==> src/rtl/wp_pkg.sv <==
package wp_pkg;

  localparam int DATA_W  = 32;
  localparam int MASK_W  = 4;
  localparam int FUNC_W  = 6;
  localparam int CODE_W  = 3;
  localparam int PC_BIT  = 4;
  localparam int CYC_BIT = 5;
  localparam int NUM_EV  = 4;

  typedef enum logic [CODE_W-1:0] {
    FN_OFF   = 3'd0,
    FN_WATCH = 3'd1,
    FN_TRIG  = 3'd2,
    FN_PCSMP = 3'd3,
    FN_DASMP = 3'd4
  } fn_code_e;

  // Mask register value after a write: counts above 15 saturate.
  function automatic logic [MASK_W-1:0] clamp_mask(input logic [DATA_W-1:0] w);
    logic [MASK_W-1:0] r;
    if (|w[DATA_W-1:MASK_W]) r = {MASK_W{1'b1}};
    else r = w[MASK_W-1:0];
    return r;
  endfunction

  // Bits of the function word that are stored for a comparator.
  function automatic logic [FUNC_W-1:0] func_keep(input logic allow_cyc);
    logic [FUNC_W-1:0] k;
    k = '0;
    k[CODE_W-1:0] = {CODE_W{1'b1}};
    k[PC_BIT] = 1'b1;
    k[CYC_BIT] = allow_cyc;
    return k;
  endfunction

  function automatic logic code_active(input logic [CODE_W-1:0] c);
    return (c >= FN_WATCH) && (c <= FN_DASMP);
  endfunction

  function automatic logic code_uses_pc(input logic [CODE_W-1:0] c);
    return (c == FN_WATCH) || (c == FN_TRIG);
  endfunction

  // Equality that disregards the lowest n bits.
  function automatic logic masked_eq(input logic [DATA_W-1:0] a,
                                     input logic [DATA_W-1:0] b,
                                     input logic [MASK_W-1:0] n);
    logic [DATA_W-1:0] keep;
    keep = {DATA_W{1'b1}} << n;
    return ((a ^ b) & keep) == '0;
  endfunction

  // Event lane for a function code: 0 watch, 1 trig, 2 pc sample, 3 da sample.
  function automatic logic [NUM_EV-1:0] code_lane(input logic [CODE_W-1:0] c);
    logic [NUM_EV-1:0] l;
    l = '0;
    case (c)
      FN_WATCH: l[0] = 1'b1;
      FN_TRIG:  l[1] = 1'b1;
      FN_PCSMP: l[2] = 1'b1;
      FN_DASMP: l[3] = 1'b1;
      default:  l = '0;
    endcase
    return l;
  endfunction

endpackage

==> src/rtl/wp_cycle_counter.sv <==
module wp_cycle_counter #(
  parameter int W = 32
) (
  input  logic         clk,
  input  logic         rst_n,
  input  logic         run,
  input  logic         load,
  input  logic [W-1:0] load_val,
  output logic [W-1:0] count
);

  always_ff @(posedge clk) begin
    if (!rst_n) begin
      count <= '0;
    end else if (load) begin
      count <= load_val;
    end else if (run) begin
      count <= count + W'(1);
    end
  end

endmodule

==> src/rtl/wp_cmp_regs.sv <==
module wp_cmp_regs
  import wp_pkg::*;
#(
  parameter int IDX = 0
) (
  input  logic              clk,
  input  logic              rst_n,
  input  logic              wr_comp,
  input  logic              wr_mask,
  input  logic              wr_func,
  input  logic [DATA_W-1:0] wdata,
  output logic [DATA_W-1:0] comp_q,
  output logic [MASK_W-1:0] mask_q,
  output logic [FUNC_W-1:0] func_q
);

  localparam logic [FUNC_W-1:0] KEEP = func_keep(IDX == 0);

  always_ff @(posedge clk) begin
    if (!rst_n) begin
      comp_q <= '0;
      mask_q <= '0;
      func_q <= '0;
    end else begin
      if (wr_comp) comp_q <= wdata;
      if (wr_mask) mask_q <= clamp_mask(wdata);
      if (wr_func) func_q <= wdata[FUNC_W-1:0] & KEEP;
    end
  end

endmodule

==> src/rtl/wp_match_unit.sv <==
module wp_match_unit
  import wp_pkg::*;
#(
  parameter int IDX = 0
) (
  input  logic              clk,
  input  logic              rst_n,
  input  logic              trace_en,
  input  logic [DATA_W-1:0] comp_q,
  input  logic [MASK_W-1:0] mask_q,
  input  logic [FUNC_W-1:0] func_q,
  input  logic [DATA_W-1:0] daddr,
  input  logic              daddr_vld,
  input  logic [DATA_W-1:0] pc,
  input  logic              pc_vld,
  input  logic [DATA_W-1:0] cyc_count,
  output logic              hit,
  output logic              cyc_mode,
  output logic [NUM_EV-1:0] ev_q
);

  logic [CODE_W-1:0] code;
  logic              pc_mode;
  logic [DATA_W-1:0] operand;
  logic              op_vld;

  assign code = func_q[CODE_W-1:0];

  generate
    if (IDX == 0) begin : g_cyc
      assign cyc_mode = func_q[CYC_BIT];
    end else begin : g_nocyc
      assign cyc_mode = 1'b0;
    end
  endgenerate

  assign pc_mode = func_q[PC_BIT] && code_uses_pc(code);

  always_comb begin
    if (cyc_mode) begin
      operand = cyc_count;
      op_vld  = 1'b1;
    end else if (pc_mode) begin
      operand = pc;
      op_vld  = pc_vld;
    end else begin
      operand = daddr;
      op_vld  = daddr_vld;
    end
  end

  assign hit = trace_en && code_active(code) && op_vld &&
               masked_eq(operand, comp_q, mask_q);

  always_ff @(posedge clk) begin
    if (!rst_n) ev_q <= '0;
    else ev_q <= hit ? code_lane(code) : '0;
  end

endmodule

==> src/rtl/addr_watch_bank.sv <==
module addr_watch_bank
  import wp_pkg::*;
#(
  parameter int NUM_CMP  = 4,
  parameter int REG_AW   = 8,
  parameter int CNT_ADDR = 'h04,
  parameter int CMP_BASE = 'h10,
  parameter int CMP_STEP = 'h10
) (
  input  logic                clk,
  input  logic                rst_n,
  input  logic                trace_en,
  input  logic                reg_wr,
  input  logic                reg_rd,
  input  logic [REG_AW-1:0]   reg_addr,
  input  logic [31:0]         reg_wdata,
  output logic [31:0]         reg_rdata,
  input  logic [31:0]         daddr,
  input  logic                daddr_vld,
  input  logic [31:0]         pc,
  input  logic                pc_vld,
  output logic [NUM_CMP-1:0]  ev_watch,
  output logic [NUM_CMP-1:0]  ev_trig,
  output logic [NUM_CMP-1:0]  ev_pcs,
  output logic [NUM_CMP-1:0]  ev_das
);

  localparam logic [REG_AW-1:0] CNT_A = REG_AW'(CNT_ADDR);

  logic                               wr_ok;
  logic                               rd_ok;
  logic                               cnt_ld;
  logic [DATA_W-1:0]                  cyc_count;
  logic [NUM_CMP-1:0]                 sel_comp, sel_mask, sel_func;
  logic [NUM_CMP-1:0][DATA_W-1:0]     comp_arr;
  logic [NUM_CMP-1:0][MASK_W-1:0]     mask_arr;
  logic [NUM_CMP-1:0][FUNC_W-1:0]     func_arr;
  logic [NUM_CMP-1:0][CODE_W-1:0]     cfg_code;
  logic [NUM_CMP-1:0]                 hit_vec;
  logic [NUM_CMP-1:0]                 cmode_vec;
  logic [NUM_CMP-1:0][NUM_EV-1:0]     ev_arr;
  logic                               cyc0_mode;

  assign wr_ok  = reg_wr && trace_en;
  assign rd_ok  = reg_rd && trace_en;
  assign cnt_ld = wr_ok && (reg_addr == CNT_A);

  wp_cycle_counter #(.W(DATA_W)) u_cnt (
    .clk      (clk),
    .rst_n    (rst_n),
    .run      (trace_en),
    .load     (cnt_ld),
    .load_val (reg_wdata),
    .count    (cyc_count)
  );

  genvar gi;
  generate
    for (gi = 0; gi < NUM_CMP; gi++) begin : g_cmp
      localparam logic [REG_AW-1:0] BASE_A = REG_AW'(CMP_BASE + CMP_STEP * gi);

      assign sel_comp[gi] = (reg_addr == BASE_A);
      assign sel_mask[gi] = (reg_addr == BASE_A + REG_AW'(4));
      assign sel_func[gi] = (reg_addr == BASE_A + REG_AW'(8));

      wp_cmp_regs #(.IDX(gi)) u_regs (
        .clk     (clk),
        .rst_n   (rst_n),
        .wr_comp (wr_ok && sel_comp[gi]),
        .wr_mask (wr_ok && sel_mask[gi]),
        .wr_func (wr_ok && sel_func[gi]),
        .wdata   (reg_wdata),
        .comp_q  (comp_arr[gi]),
        .mask_q  (mask_arr[gi]),
        .func_q  (func_arr[gi])
      );

      wp_match_unit #(.IDX(gi)) u_match (
        .clk       (clk),
        .rst_n     (rst_n),
        .trace_en  (trace_en),
        .comp_q    (comp_arr[gi]),
        .mask_q    (mask_arr[gi]),
        .func_q    (func_arr[gi]),
        .daddr     (daddr),
        .daddr_vld (daddr_vld),
        .pc        (pc),
        .pc_vld    (pc_vld),
        .cyc_count (cyc_count),
        .hit       (hit_vec[gi]),
        .cyc_mode  (cmode_vec[gi]),
        .ev_q      (ev_arr[gi])
      );

      assign cfg_code[gi] = func_arr[gi][CODE_W-1:0];
      assign ev_watch[gi] = ev_arr[gi][0];
      assign ev_trig[gi]  = ev_arr[gi][1];
      assign ev_pcs[gi]   = ev_arr[gi][2];
      assign ev_das[gi]   = ev_arr[gi][3];
    end
  endgenerate

  assign cyc0_mode = cmode_vec[0];

  always_comb begin
    reg_rdata = '0;
    if (rd_ok) begin
      if (reg_addr == CNT_A) reg_rdata = cyc_count;
      for (int i = 0; i < NUM_CMP; i++) begin
        if (sel_comp[i]) reg_rdata = comp_arr[i];
        if (sel_mask[i]) reg_rdata = {{(DATA_W-MASK_W){1'b0}}, mask_arr[i]};
        if (sel_func[i]) reg_rdata = {{(DATA_W-FUNC_W){1'b0}}, func_arr[i]};
      end
    end
  end

endmodule

==> config.mk <==
export PLATFORM = sky130hd
export DESIGN_NAME = addr_watch_bank
export DESIGN_NICKNAME = d
export VERILOG_FILES = /design/src/rtl/wp_pkg.sv /design/src/rtl/wp_cycle_counter.sv /design/src/rtl/wp_cmp_regs.sv /design/src/rtl/wp_match_unit.sv /design/src/rtl/addr_watch_bank.sv
export SDC_FILE = /design/constraint.sdc
export NUM_CORES = 1
export LEC_CHECK = 0
export CAP_MARGIN = 20
export CORE_UTILIZATION = 41
export DETAILED_ROUTE_END_ITERATION = 6
export DONT_BUFFER_PORTS = 1
export PLACE_DENSITY_LB_ADDON = 0.12
export SYNTH_ARGS = -nofsm -noshare
export SYNTH_HDL_FRONTEND = slang
export SYNTH_SLANG_ARGS = --single-unit
==> constraint.sdc <==
create_clock -name clk -period 4.65 [get_ports clk]
set_input_delay 0.93 -clock clk [delete_from_list [all_inputs] [get_ports clk]]
set_output_delay 0.93 -clock clk [all_outputs]
set_load 0.02 [all_outputs]
# Word-level counts from Yosys, hierarchy flattened
# Index checks and enable logic that the tools add are counted.
# Widths: inputs -> output; s select.
dict set report word_totals {
  latchBits 0
  input_bits 111
  romBits 0
  word_cells 159
  ramBits 0
  mem_count 0
  output_inout_bits 48
  regBits 209
}
dict set report classes {
  addsub 1
  mux 43
  n_shift 4
  bitwise 8
  n_mul 0
  div 0
  order_cmp 8
  reduce_logical 49
  n_eq_ne 29
}
# operator n
set op_table {}
lappend op_table {{$mux 32} 21}
lappend op_table {{$and 32x32->32} 4}
lappend op_table {{$logic_not 32->1} 4}
lappend op_table {{$shl 32x4->32 const A} 4}
lappend op_table {{$xor 32x32->32} 4}
lappend op_table {{$eq 8x6->1 const B} 6}
lappend op_table {{$logic_and 1x1->1} 35}
lappend op_table {{$add 32x1->32 const B} 1}
lappend op_table {{$reduce_or 28->1} 1}
lappend op_table {{$eq 3x2->1 const B} 8}
lappend op_table {{$eq 8x5->1 const B} 3}
lappend op_table {{$eq 8x7->1 const B} 3}
lappend op_table {{$mux 1} 21}
lappend op_table {{$eq 3x1->1 const B} 4}
lappend op_table {{$eq 3x3->1 const B} 4}
lappend op_table {{$ge 3x1->1 const B} 4}
lappend op_table {{$le 3x3->1 const B} 4}
lappend op_table {{$eq 8x3->1 const B} 1}
lappend op_table {{$reduce_and 2->1} 4}
lappend op_table {{$logic_or 1x1->1} 4}
lappend op_table {{$mux 4} 1}
lappend op_table {{$reduce_bool 2->1} 1}

# Logic depth before layout (Yosys ltp)
# Gate-level depths: netlist (run 1).
dict set report depth {
  word_depth 15
  mapped_depth 12
  ltp_nobuf 8
}

# Modules after synthesis
# Synthesis (run 1) repeated with hierarchy kept, for this count alone.
dict set report hier_totals {
  hier_cells 1947
  area_unflattened_um2 16082.9
}
# mod instances cells_per_inst area_per_inst_um2 seq_area_each_um2
set by_module_without_submodules {}
lappend by_module_without_submodules {{wp_cmp_regs (g_cmp[1].u_regs ...)} 3 145 1589.0 800.8}
lappend by_module_without_submodules {{wp_match_unit (g_cmp[1].u_match ...)} 3 200 1443.9 80.1}
lappend by_module_without_submodules {wp_cycle_counter 1 240 1955.6 640.6}
lappend by_module_without_submodules {addr_watch_bank 1 268 1780.5 0.0}
lappend by_module_without_submodules {{wp_match_unit (g_cmp[0].u_match)} 1 257 1630.3 80.1}
lappend by_module_without_submodules {{wp_cmp_regs (g_cmp[0].u_regs)} 1 147 1617.8 820.8}

# Worst setup path after synthesis (run 1)
# Ideal clock, no wire load.
dict set report synth_path {
  path_type {input port to output port}
  startpoint {in reg_addr[1]}
  endpoint {out reg_rdata[3]}
  path_buffers 1
  arrival_time_ns 3.067
  cell_stages 7
  t_required_ns 3.720
  slack_ns 0.653
  cell_sequence {or4b_2 > clkbuf_1 > nor2_1 > a221oi_1 > or4_1 > a22o_1 > a21oi_1}
}
dict set report synth_via {
  elab_chain_len 15
  word_cells_on_any_way 27
  classes_between {eq/ne: 13; mux: 14}
}
# item line
set synth_lines {}
lappend synth_lines {{start: declaration} addr_watch_bank.sv:15} ;# input logic [REG_AW-1:0] reg_addr,
lappend synth_lines {{$eq 8x3->1} addr_watch_bank.sv:108} ;# if (reg_addr == CNT_A) reg_rdata = cyc_count;
lappend synth_lines {{$mux 32} addr_watch_bank.sv:108}
lappend synth_lines {{$mux 32} addr_watch_bank.sv:110} ;# if (sel_comp[i]) reg_rdata = comp_arr[i];
lappend synth_lines {{$mux 32} addr_watch_bank.sv:111} ;# if (sel_mask[i]) reg_rdata = {{(DATA_W-MASK_W){1'b0}}, mask_arr[i]};
lappend synth_lines {{$mux 32} addr_watch_bank.sv:112} ;# if (sel_func[i]) reg_rdata = {{(DATA_W-FUNC_W){1'b0}}, func_arr[i]};
lappend synth_lines {{$mux 32} addr_watch_bank.sv:110}
lappend synth_lines {{$mux 32} addr_watch_bank.sv:111}
lappend synth_lines {{$mux 32} addr_watch_bank.sv:112}
lappend synth_lines {{$mux 32} addr_watch_bank.sv:110}
lappend synth_lines {{$mux 32} addr_watch_bank.sv:111}
lappend synth_lines {{$mux 32} addr_watch_bank.sv:112}
lappend synth_lines {{$mux 32} addr_watch_bank.sv:110}
lappend synth_lines {{$mux 32} addr_watch_bank.sv:111}
lappend synth_lines {{$mux 32 (*)} addr_watch_bank.sv:112}
lappend synth_lines {{$mux 32 (*)} addr_watch_bank.sv:107} ;# if (rd_ok) begin
lappend synth_lines {{end: declaration} addr_watch_bank.sv:17} ;# output logic [31:0] reg_rdata,
# Every way passes the cells marked *; elsewhere a longest branch is shown, timed or not.

# Final worst setup path (run 1)
dict set report layout_path {
  startpoint {in reg_addr[1]}
  endpoint {out reg_rdata[4]}
}
# The elaborated chain is that of the path after synthesis.

==> impl_metrics.ini, run 1 <==
[synth]
synth_top_family_by_area = compound AO/OA/AOI/OAI gates
synth.yosys.seq_area_share_pct = 30.2
ys_types = 80
synth-simple-area-share_pct = 25.9
synthArstFlopShare_pct = 0
synth_edf_count = 0
synth_fa_ha_area_share_pct = 0.0904
synth_compound_area_share_pct = 28.5
ys.flop_type = dfxtp_1
synthMuxAreaShare_pct = 2.39
ys_ff_latch = 209
netlist_instances = 1979
synth_nets = 2091
syn_avg_cell_area_sq_um = 6.99
synthXorXnorAreaFrac_pct = 7.04
netlist_area_sq_mm = 0.0138
ys_warn_count = 0

[clocking]
clock_latency_ns = 0.59
cts_buffer_depth = 3
cts_tree = yes
cts_setup_buffers = 0
ctsHoldBuffers = 0
h-tree-depth = 1
clk_pin_slew_ns = 0.06
ctsResizeCount = 0
cts_made_buffers = 27
cts_num_sinks = 209
cts_root_buffer = clkbuf_16

[final_layout]
seqCellArea_sq_mm = 0.00419
fillers = 3497
antenna_cells = 0
area_growth_pct = 11.7
fin_nets = 2058
drive_gt1_share_pct = 8.60
layout_commonest_cell = nand2_1
final_cell_mix = nand2_1 (399), a21oi_1 (280), dfxtp_1 (208), o21ai_0 (104), nor2_1 (98)
fin_area_sq_mm = 0.0155
multiInputGateArea_sq_mm = 0.00887
final_util_pct = 47.0

[floorplanning]
die_h_um = 186
die_w_um = 186
io_pins = 159
core_sq_mm = 0.0329
start_util_pct = 42.1
num_rows = 66
die-area_sq_mm = 0.0345

[job]
maxCapViolations = 0

[setup_path]
cp_max_fo = 29
arrival_ns = 3.31
startpoint_type = input pin
crit_path_end_kind = primary output
crit_required_ns = 3.72
critPathKind = in2out

[run_status]
status = finished with violations
violations = DRC

[placed_design]
dp_hpwl_mm = 48.0
place_area_sq_mm = 0.0145
gp_congestion = 1.00
port_buffers = 0

[global_routing]
grt_max_degree = 76
grt_pass1_vias = 13700
grt_use_total_pct = 36.8
grt_pass1_wl_mm = 92.8
grt_overflow = 0
antenna_found_initial = 2

[timing]
finalSetupViolCount = 0
hold_viol_final = 0
clock.fmax_ghz = 0.236
setup-tns-final_ns = 0
slew_violations = 0
fin_crit_sh_pct = 91.2
slew_headroom_pct = 36.0
tightest_slew_ns = 0.956
rsz0062_at_grt = false
fin_crit_ns = 4.24
skew_ns = 0.0232

[power_and_ir_drop]
ir_drop_v = 0.000274
power.density_mw_per_mm2 = 276
p_leak_nw = 4.97

[routing]
routedWlPerCell_um = 27.0
drt-initial-drc-count = 2151
drcViolationCount = 1
wirelength_mm = 65.1
detail_route.vias_per_cell = 6.48
drtAntennaViolNets = 0
drt-pass1-iter-count = 7
via_count = 15600

[min_path]
hold_class = in2reg
==> metal layers <==
metal | global-route usage [%] | vias up | part of all wire (%)
met4 | 8.36 | 2 | 2.4
met1 | 54.4 | 7421 | 43
li1 | - | 7073 | -
met2 | 52.5 | 1009 | 41
met3 | 9.53 | 103 | 14
met5 | 0 | - | 0.020
==> power breakdown <==
group,internal (mW),switching [mW],total (mW)
sequential,1.79,0.00706,1.80
combinational,0.0870,0.148,0.235
clock,1.35,0.880,2.23
total,3.23,1.03,4.27
==> sequential cells by signal (all words and copies together) (netlist names) <==
signal,count
u_cnt.count,32
g_cmp.u_regs.mask_q,16
g_cmp.u_match.ev_q,16
g_cmp.u_regs.comp_q,128
g_cmp.u_regs.func_q,17
==> logic make-up (layout without fill, tap and decap cells) <==
| group | count (synthesis) | count (layout) |
|---|---|---|
| AOI/OAI and AO/OA | 644 | 644 |
| and+or+nand+nor | 776 | 776 |
| DFF | 209 | 209 |
| adders and majority gates | 1 | 1 |
| buffers and inverters | 209 | 195 |
| xor gates and xnor gates | 107 | 107 |
| muxes | 33 | 33 |
==> path summary, 6_finish.rpt <==
| check | from | endpoint | slack, ns | cells after the start |
|---|---|---|---|---|
| setup reg to reg | g_cmp[0].u_regs.func_q[0]$_SDFFE_PN0P_ | g_cmp[0].u_match.ev_q[2]$_SDFF_PN0_ | 0.81 | 8 |
| hold reg to reg | g_cmp[0].u_regs.comp_q[25]$_SDFFE_PN0P_ | g_cmp[0].u_regs.comp_q[25]$_SDFFE_PN0P_ | 0.48 | 2 |
| hold / removal | reg_wdata[7] | g_cmp[0].u_regs.comp_q[7]$_SDFFE_PN0P_ | 0.48 | 2 |
| setup / recovery | reg_addr[1] | reg_rdata[4] | 0.41 | 8 |
==> worst max-delay path: stages <==
cell and delay, ns:
or4_1 0.70, nor2_2 0.28, buf_4 0.42, a222oi_1 0.21, a21oi_1 0.28, a221oi_1 0.08, o21ai_0 0.23, buf_4 0.19
==> metrics by stage <==
step	setup WS [ns]	hold slack, ns	instances	power [mW]
after floorplan	0.653	0.449	1979	2.02
after global placement	0.440	0.465	2358	2.07
after detailed placement	0.449	0.477	2358	2.07
after CTS	0.441	0.464	2406	4.28
after global routing	0.329	0.473	2407	4.38
final	0.409	0.476	2407	4.27
==> cells in the mapped netlist, types with 7 or more instances <==
cell type	instances	area, sq um
and3_1	21	131
mux2i_1	33	330
nor3b_1	8	60.1
o221ai_1	7	61.3
nand3_1	68	340
o22ai_1	28	175
nor4_1	23	144
or3_1	16	100
a22oi_1	60	450
clkbuf_1	127	477
a31oi_1	34	213
nand2_1	400	1500
nand4_1	25	156
nor2b_1	9	56.3
o21ai_0	104	521
a21oi_1	280	1400
nor2_1	106	398
xnor2_1	48	420
nor3_1	42	210
o31ai_1	9	67.6
nand2b_1	10	62.6
buf_2	12	60.1
and2_1	8	50.1
dfxtp_1	209	4180
a211oi_1	26	195
xor2_1	57	499
a221oi_1	12	105
a222oi_1	12	120
inv_1	58	218
==> cell type report <==
cell class                      count  area share (%)
Multi-Input combinational cell   1561            57.4
Timing Repair Buffer               87            4.41
Clock buffer                       36            4.85
Tap cell                          442            3.58
Clock inverter                     12            1.17
Sequential cell                   209            27.1
Inverter                           60            1.49
(Power assumes the default switching activity.)
==> run 2: changes to the inputs <==
- CORE_ASPECT_RATIO: unset -> 1.25
==> run 2 against run 1 <==
  * Via count rose by 1.5%
  * First-iteration DRC count decreased by 5.0%
  * Non-clock buffer count decreased by 2
  * Sequential share of layout area grew 0.39 points
  * Clock power decreased by 13%
  * Global-route usage is 3.7 points higher
  * Highest routed layer unchanged
  * Final cell count is 1.2% lower
  * The flow still finishes with violations (DRC)
  * Maximum frequency is 3.9% higher
  * Largest power group unchanged
==> impl_metrics.ini, run 2 (synthesized netlist as in run 1, its figures left out) <==
[placed_design]
gp_congestion = 1.03
port_buffers = 0
dp_hpwl_mm = 52.4
place_area_sq_mm = 0.0145
place_inst = 2333

[global_routing]
grt_use_total_pct = 40.5
met2_usage_pct = 67.6
grt_pass1_vias = 14800
grt_pass1_wl_mm = 103
grt.met3_usage_pct = 9.76
antenna_found_initial = 3
grt_overflow = 0
grt.busiest_layer = met2
grt_max_degree = 73
use_met1_pct = 43.8

[run_status]
violations = DRC
status = finished with violations

[clocking]
ctsHoldBuffers = 0
cts_buffer_depth = 3
cts_made_buffers = 25
cts_tree = yes
clk_pin_slew_ns = 0.06
cts_num_sinks = 209
cts_setup_buffers = 0
clock_latency_ns = 0.58
cts_root_buffer = clkbuf_16
ctsResizeCount = 0
h-tree-depth = 1

[floorplanning]
die_w_um = 166
start_util_pct = 42.0
num_rows = 74
core_sq_mm = 0.0330
die-area_sq_mm = 0.0345
io_pins = 159
die_h_um = 207

[routing]
drt-initial-drc-count = 2044
drtAntennaViolNets = 0
wirelength_mm = 71.3
routedWlPerCell_um = 30.0
detail_route.vias_per_cell = 6.66
drt-pass1-iter-count = 7
drcViolationCount = 39
via_count = 15800

[timing]
hold_viol_final = 0
skew_ns = 0.0345
clock.fmax_ghz = 0.245
finalSetupViolCount = 0
fin_crit_ns = 4.08
rsz0062_at_grt = false
slew_headroom_pct = 27.0
slew_violations = 0
hold_ws_ns = 0.463
setup-tns-final_ns = 0
tightest_slew_ns = 1.09
fin_crit_sh_pct = 87.8

[final_layout]
largest_register = g_cmp.u_regs.comp_q
fin_nets = 2054
fin_area_sq_mm = 0.0152
area_growth_pct = 10.1
largest_register_ff_count = 128
largestRegisters = g_cmp.u_regs.comp_q x128, u_cnt.count x32, g_cmp.u_regs.func_q x17
final_cell_mix = nand2_1 (400), a21oi_1 (280), dfxtp_1 (209), o21ai_0 (104), nor2_1 (97)
layout.cells.non_filler = 2378
drive_gt1_share_pct = 8.02
layout_commonest_cell = nand2_1

[power_and_ir_drop]
ir_drop_v = 0.000269
total_power_mw = 3.96
p_seq_share_pct = 45.5
p_leak_nw = 4.86
power_frac_clock_pct = 48.6
p_comb_share_pct = 5.9
internal-power_mw = 2.95
switching_share_pct = 25.5
p_sw_mw = 1.01
power.density_mw_per_mm2 = 260

[setup_path]
r2r_cells = 9
cp_cell_sequence = or4_1 -> nor2_2 -> buf_4 -> a222oi_1 -> a21oi_1 -> buf_4
crit_path_end_kind = primary output
cp_max_fo = 28
cp_slowest_cell = or4_1
crit_family = simple AND/OR/NAND/NOR gates
cp_common_cell = buf_4
worstSetupPathDepth = 6
arrival_ns = 3.15
cpPeakStageDelay_ns = 0.70
startpoint_type = input pin
critPathBufInv = 2
crit_required_ns = 3.72
critPathKind = in2out

[min_path]
min_delay_path_depth = 1
hold_class = in2reg

[job]
maxCapViolations = 0
run 2: final cells by class:
cell class / instances / area (sq um)
clock buffers: 35 / 673
flip-flops and latches: 209 / 4180
multi-input cells: 1561 / 8870
repair buffers: 85 / 651
well taps: 418 / 523
diodes: 2 / 5.00
fillers: 3422 / 17700
clock inverters: 8 / 90.1
inverters: 60 / 230
run 2: power by group through the flow:
stage          Clock [mW]  Combinational (mW)  Sequential [mW]
6_report             1.93               0.234             1.80
5_1_grt              2.01               0.251             1.80
4_1_cts              1.94               0.228             1.80
3_5_place_dp            0               0.227             1.84
3_3_place_gp            0               0.226             1.84
2_1_floorplan           0               0.182             1.84
run 2: worst paths after layout:
check | slack [ns] | start | end
worst max register to register | 0.63 | g_cmp[2].u_regs.func_q[0]$_SDFFE_PN0P_ | g_cmp[2].u_match.ev_q[3]$_SDFF_PN0_
worst min-delay path | 0.46 | trace_en | u_cnt.count[29]$_SDFFE_PN0P_
worst max-delay path | 0.57 | reg_addr[1] | reg_rdata[12]
worst min register to register | 0.48 | g_cmp[1].u_regs.comp_q[10]$_SDFFE_PN0P_ | g_cmp[1].u_regs.comp_q[10]$_SDFFE_PN0P_
run 2: per-stage QoR:
step | util, % | worst slack, ns
CTS | 46.2 | 0.680
detailed placement | 43.9 | 0.695
floorplan | - | 0.653
global route | 46.2 | 0.487
finish | 46.2 | 0.568
global placement | 43.9 | 0.705
run 2: metal layers:
layer,part of all wire (%),vias up
li1,-,7050
met1,35,7493
met2,46,989
met3,9.0,314
met4,9.5,2
met5,0.018,-
==> run 3: changes to the inputs <==
- SYNTH_HIERARCHICAL: unset -> 1
==> run 3 against run 2 <==
  * The flow still finishes with violations (DRC)
  * Global-route usage is 0.53 points higher
  * Clock skew down 0.022 ns
  * Sequential share of layout area is 3.4 points lower
  * Sequential power barely moved
  * Register-to-register slack better by 0.39 ns
  * Core utilization shrank 0.85 points
  * Clock-buffer cell count fell by 2
  * Power rose by 1.5%
  * Synthesized cell count fell by 2.0%
  * First-iteration DRC count fell by 4.2%
==> impl_metrics.ini, run 3 <==
[routing]
drt-initial-drc-count = 1958
detail_route.vias_per_cell = 6.89
drt-pass1-iter-count = 7
wirelength_mm = 83.3
dr_wl_met2_mm = 36.8
wl_met3_mm = 7.42
wl_met1_mm = 32.0
via_count = 16600
maxUsedRoutingLayer = met5
drcViolationCount = 10
routedWlPerCell_um = 34.5
drtAntennaViolNets = 0

[setup_path]
crit_path_end_kind = primary output
crit_required_ns = 3.72
cpPeakStageDelay_ns = 0.80
arrival_ns = 3.12
cp_cell_sequence = or4_1 -> nor2_2 -> buf_4 -> a22oi_1 -> a21oi_1 -> buf_4
cp_slowest_cell = or4_1
critPathKind = in2out
cp_common_cell = buf_4
cp_max_fo = 26
r2r_start = g_cmp[0].u_regs/func_q[4]$_SDFFE_PN0P_
cp-startpoint = reg_addr[1]
startpoint_type = input pin

[synth]
netlist_instances = 1939
ys_warn_count = 6
syn_avg_cell_area_sq_um = 8.27
netlist_area_sq_mm = 0.0160

[timing]
finalSetupViolCount = 0
clock.fmax_ghz = 0.247
slew_headroom_pct = 34.2
fin_crit_ns = 4.05
skew_ns = 0.0129
rsz0062_at_grt = false
fin_crit_sh_pct = 87.1
hold_viol_final = 0
finalWorstSetupSlack_ns = 0.601
slew_violations = 0
setup-tns-final_ns = 0
tightest_slew_ns = 0.979

[clocking]
clk_pin_slew_ns = 0.06
cts_root_buffer = clkbuf_16
h-tree-depth = 1
cts_buffer_depth = 3
ctsHoldBuffers = 0
cts_tree = yes
cts_made_buffers = 24
cts_num_sinks = 209
ctsResizeCount = 0
clock_latency_ns = 0.55
cts_setup_buffers = 0

[placed_design]
port_buffers = 0
gp_congestion = 1.01
post-place-ws_ns = 0.704
dp_hpwl_mm = 62.8

[power_and_ir_drop]
p_leak_nw = 5.50
power.density_mw_per_mm2 = 231
ir_drop_v = 0.000246

[final_layout]
final_util_pct = 45.4
layout_commonest_cell = dfxtp_1
largestRegisters = g_cmp.u_regs/comp_q x128, u_cnt/count x32, g_cmp.u_regs/func_q x17
fin_nets = 2014
largest_register = g_cmp.u_regs/comp_q
final_cell_mix = dfxtp_1 (209), nor2b_1 (171), mux2i_1 (159), o21ai_0 (120), nand2_1 (87)
antenna_cells = 0
drive_gt1_share_pct = 11.6
largest_register_ff_count = 128
area_growth_pct = 8.42

[floorplanning]
start_util_pct = 41.8
die_w_um = 179
core_sq_mm = 0.0383
io_pins = 159
die-area_sq_mm = 0.0399
die_h_um = 223
num_rows = 80

[min_path]
holdCritStartpoint = reg_wdata[3]
hold_class = in2reg

[global_routing]
grt_use_total_pct = 41.1
grt_overflow = 0
antenna_found_initial = 3
grt_pass1_vias = 15500
grt_max_degree = 208
grt_pass1_wl_mm = 117

[run_status]
status = finished with violations
violations = DRC

[job]
maxCapViolations = 0
run 3: critical path, delay by kind of cell:
family          cells  cell delay [ns]
compound gates      2             0.48
buf+inv             2             0.57
simple gates        2             1.09
run 3: metal layers:
layer	up-vias	global-route usage [%]
li1	7224	-
met2	1042	63.0
met5	-	0
met1	8046	50.4
met4	4	29.1
met3	294	9.01
run 3: worst paths after layout:
check,to,slack [ns],cells after the start
setup / recovery,reg_rdata[6],0.60,6
hold reg to reg,g_cmp[0].u_regs/comp_q[31]$_SDFFE_PN0P_,0.57,2
hold / removal,u_cnt/count[3]$_SDFFE_PN0P_,0.52,1
setup reg to reg,g_cmp[0].u_match/ev_q[3]$_SDFF_PN0_,1.02,7
run 3: area by class of cell:
cell class                 instances  area [sq um]
inverter                          63           236
fill                            3887         21000
tap                              492           616
timing repair buffer              73           561
sequential                       209          4180
multi-input combinational       1531         11000
clock inverter                    10           123
clock buffer                      33           674
run 3: report_power, final:
part	switching [mW]	total (mW)	internal [mW]
combinational	0.140	0.272	0.132
sequential	0.0122	1.81	1.79
clock	0.812	1.94	1.13
total	0.964	4.02	3.06
run 3: through the flow:
stage	instance area [sq um]	cells	hold slack (ns)	total power, mW
after floorplan	16000	1942	0.495	2.07
after global placement	16600	2367	0.534	2.11
after detailed placement	16600	2367	0.547	2.11
after CTS	17400	2410	0.508	4.03
after global routing	17400	2411	0.515	4.13
final	17400	2411	0.524	4.02
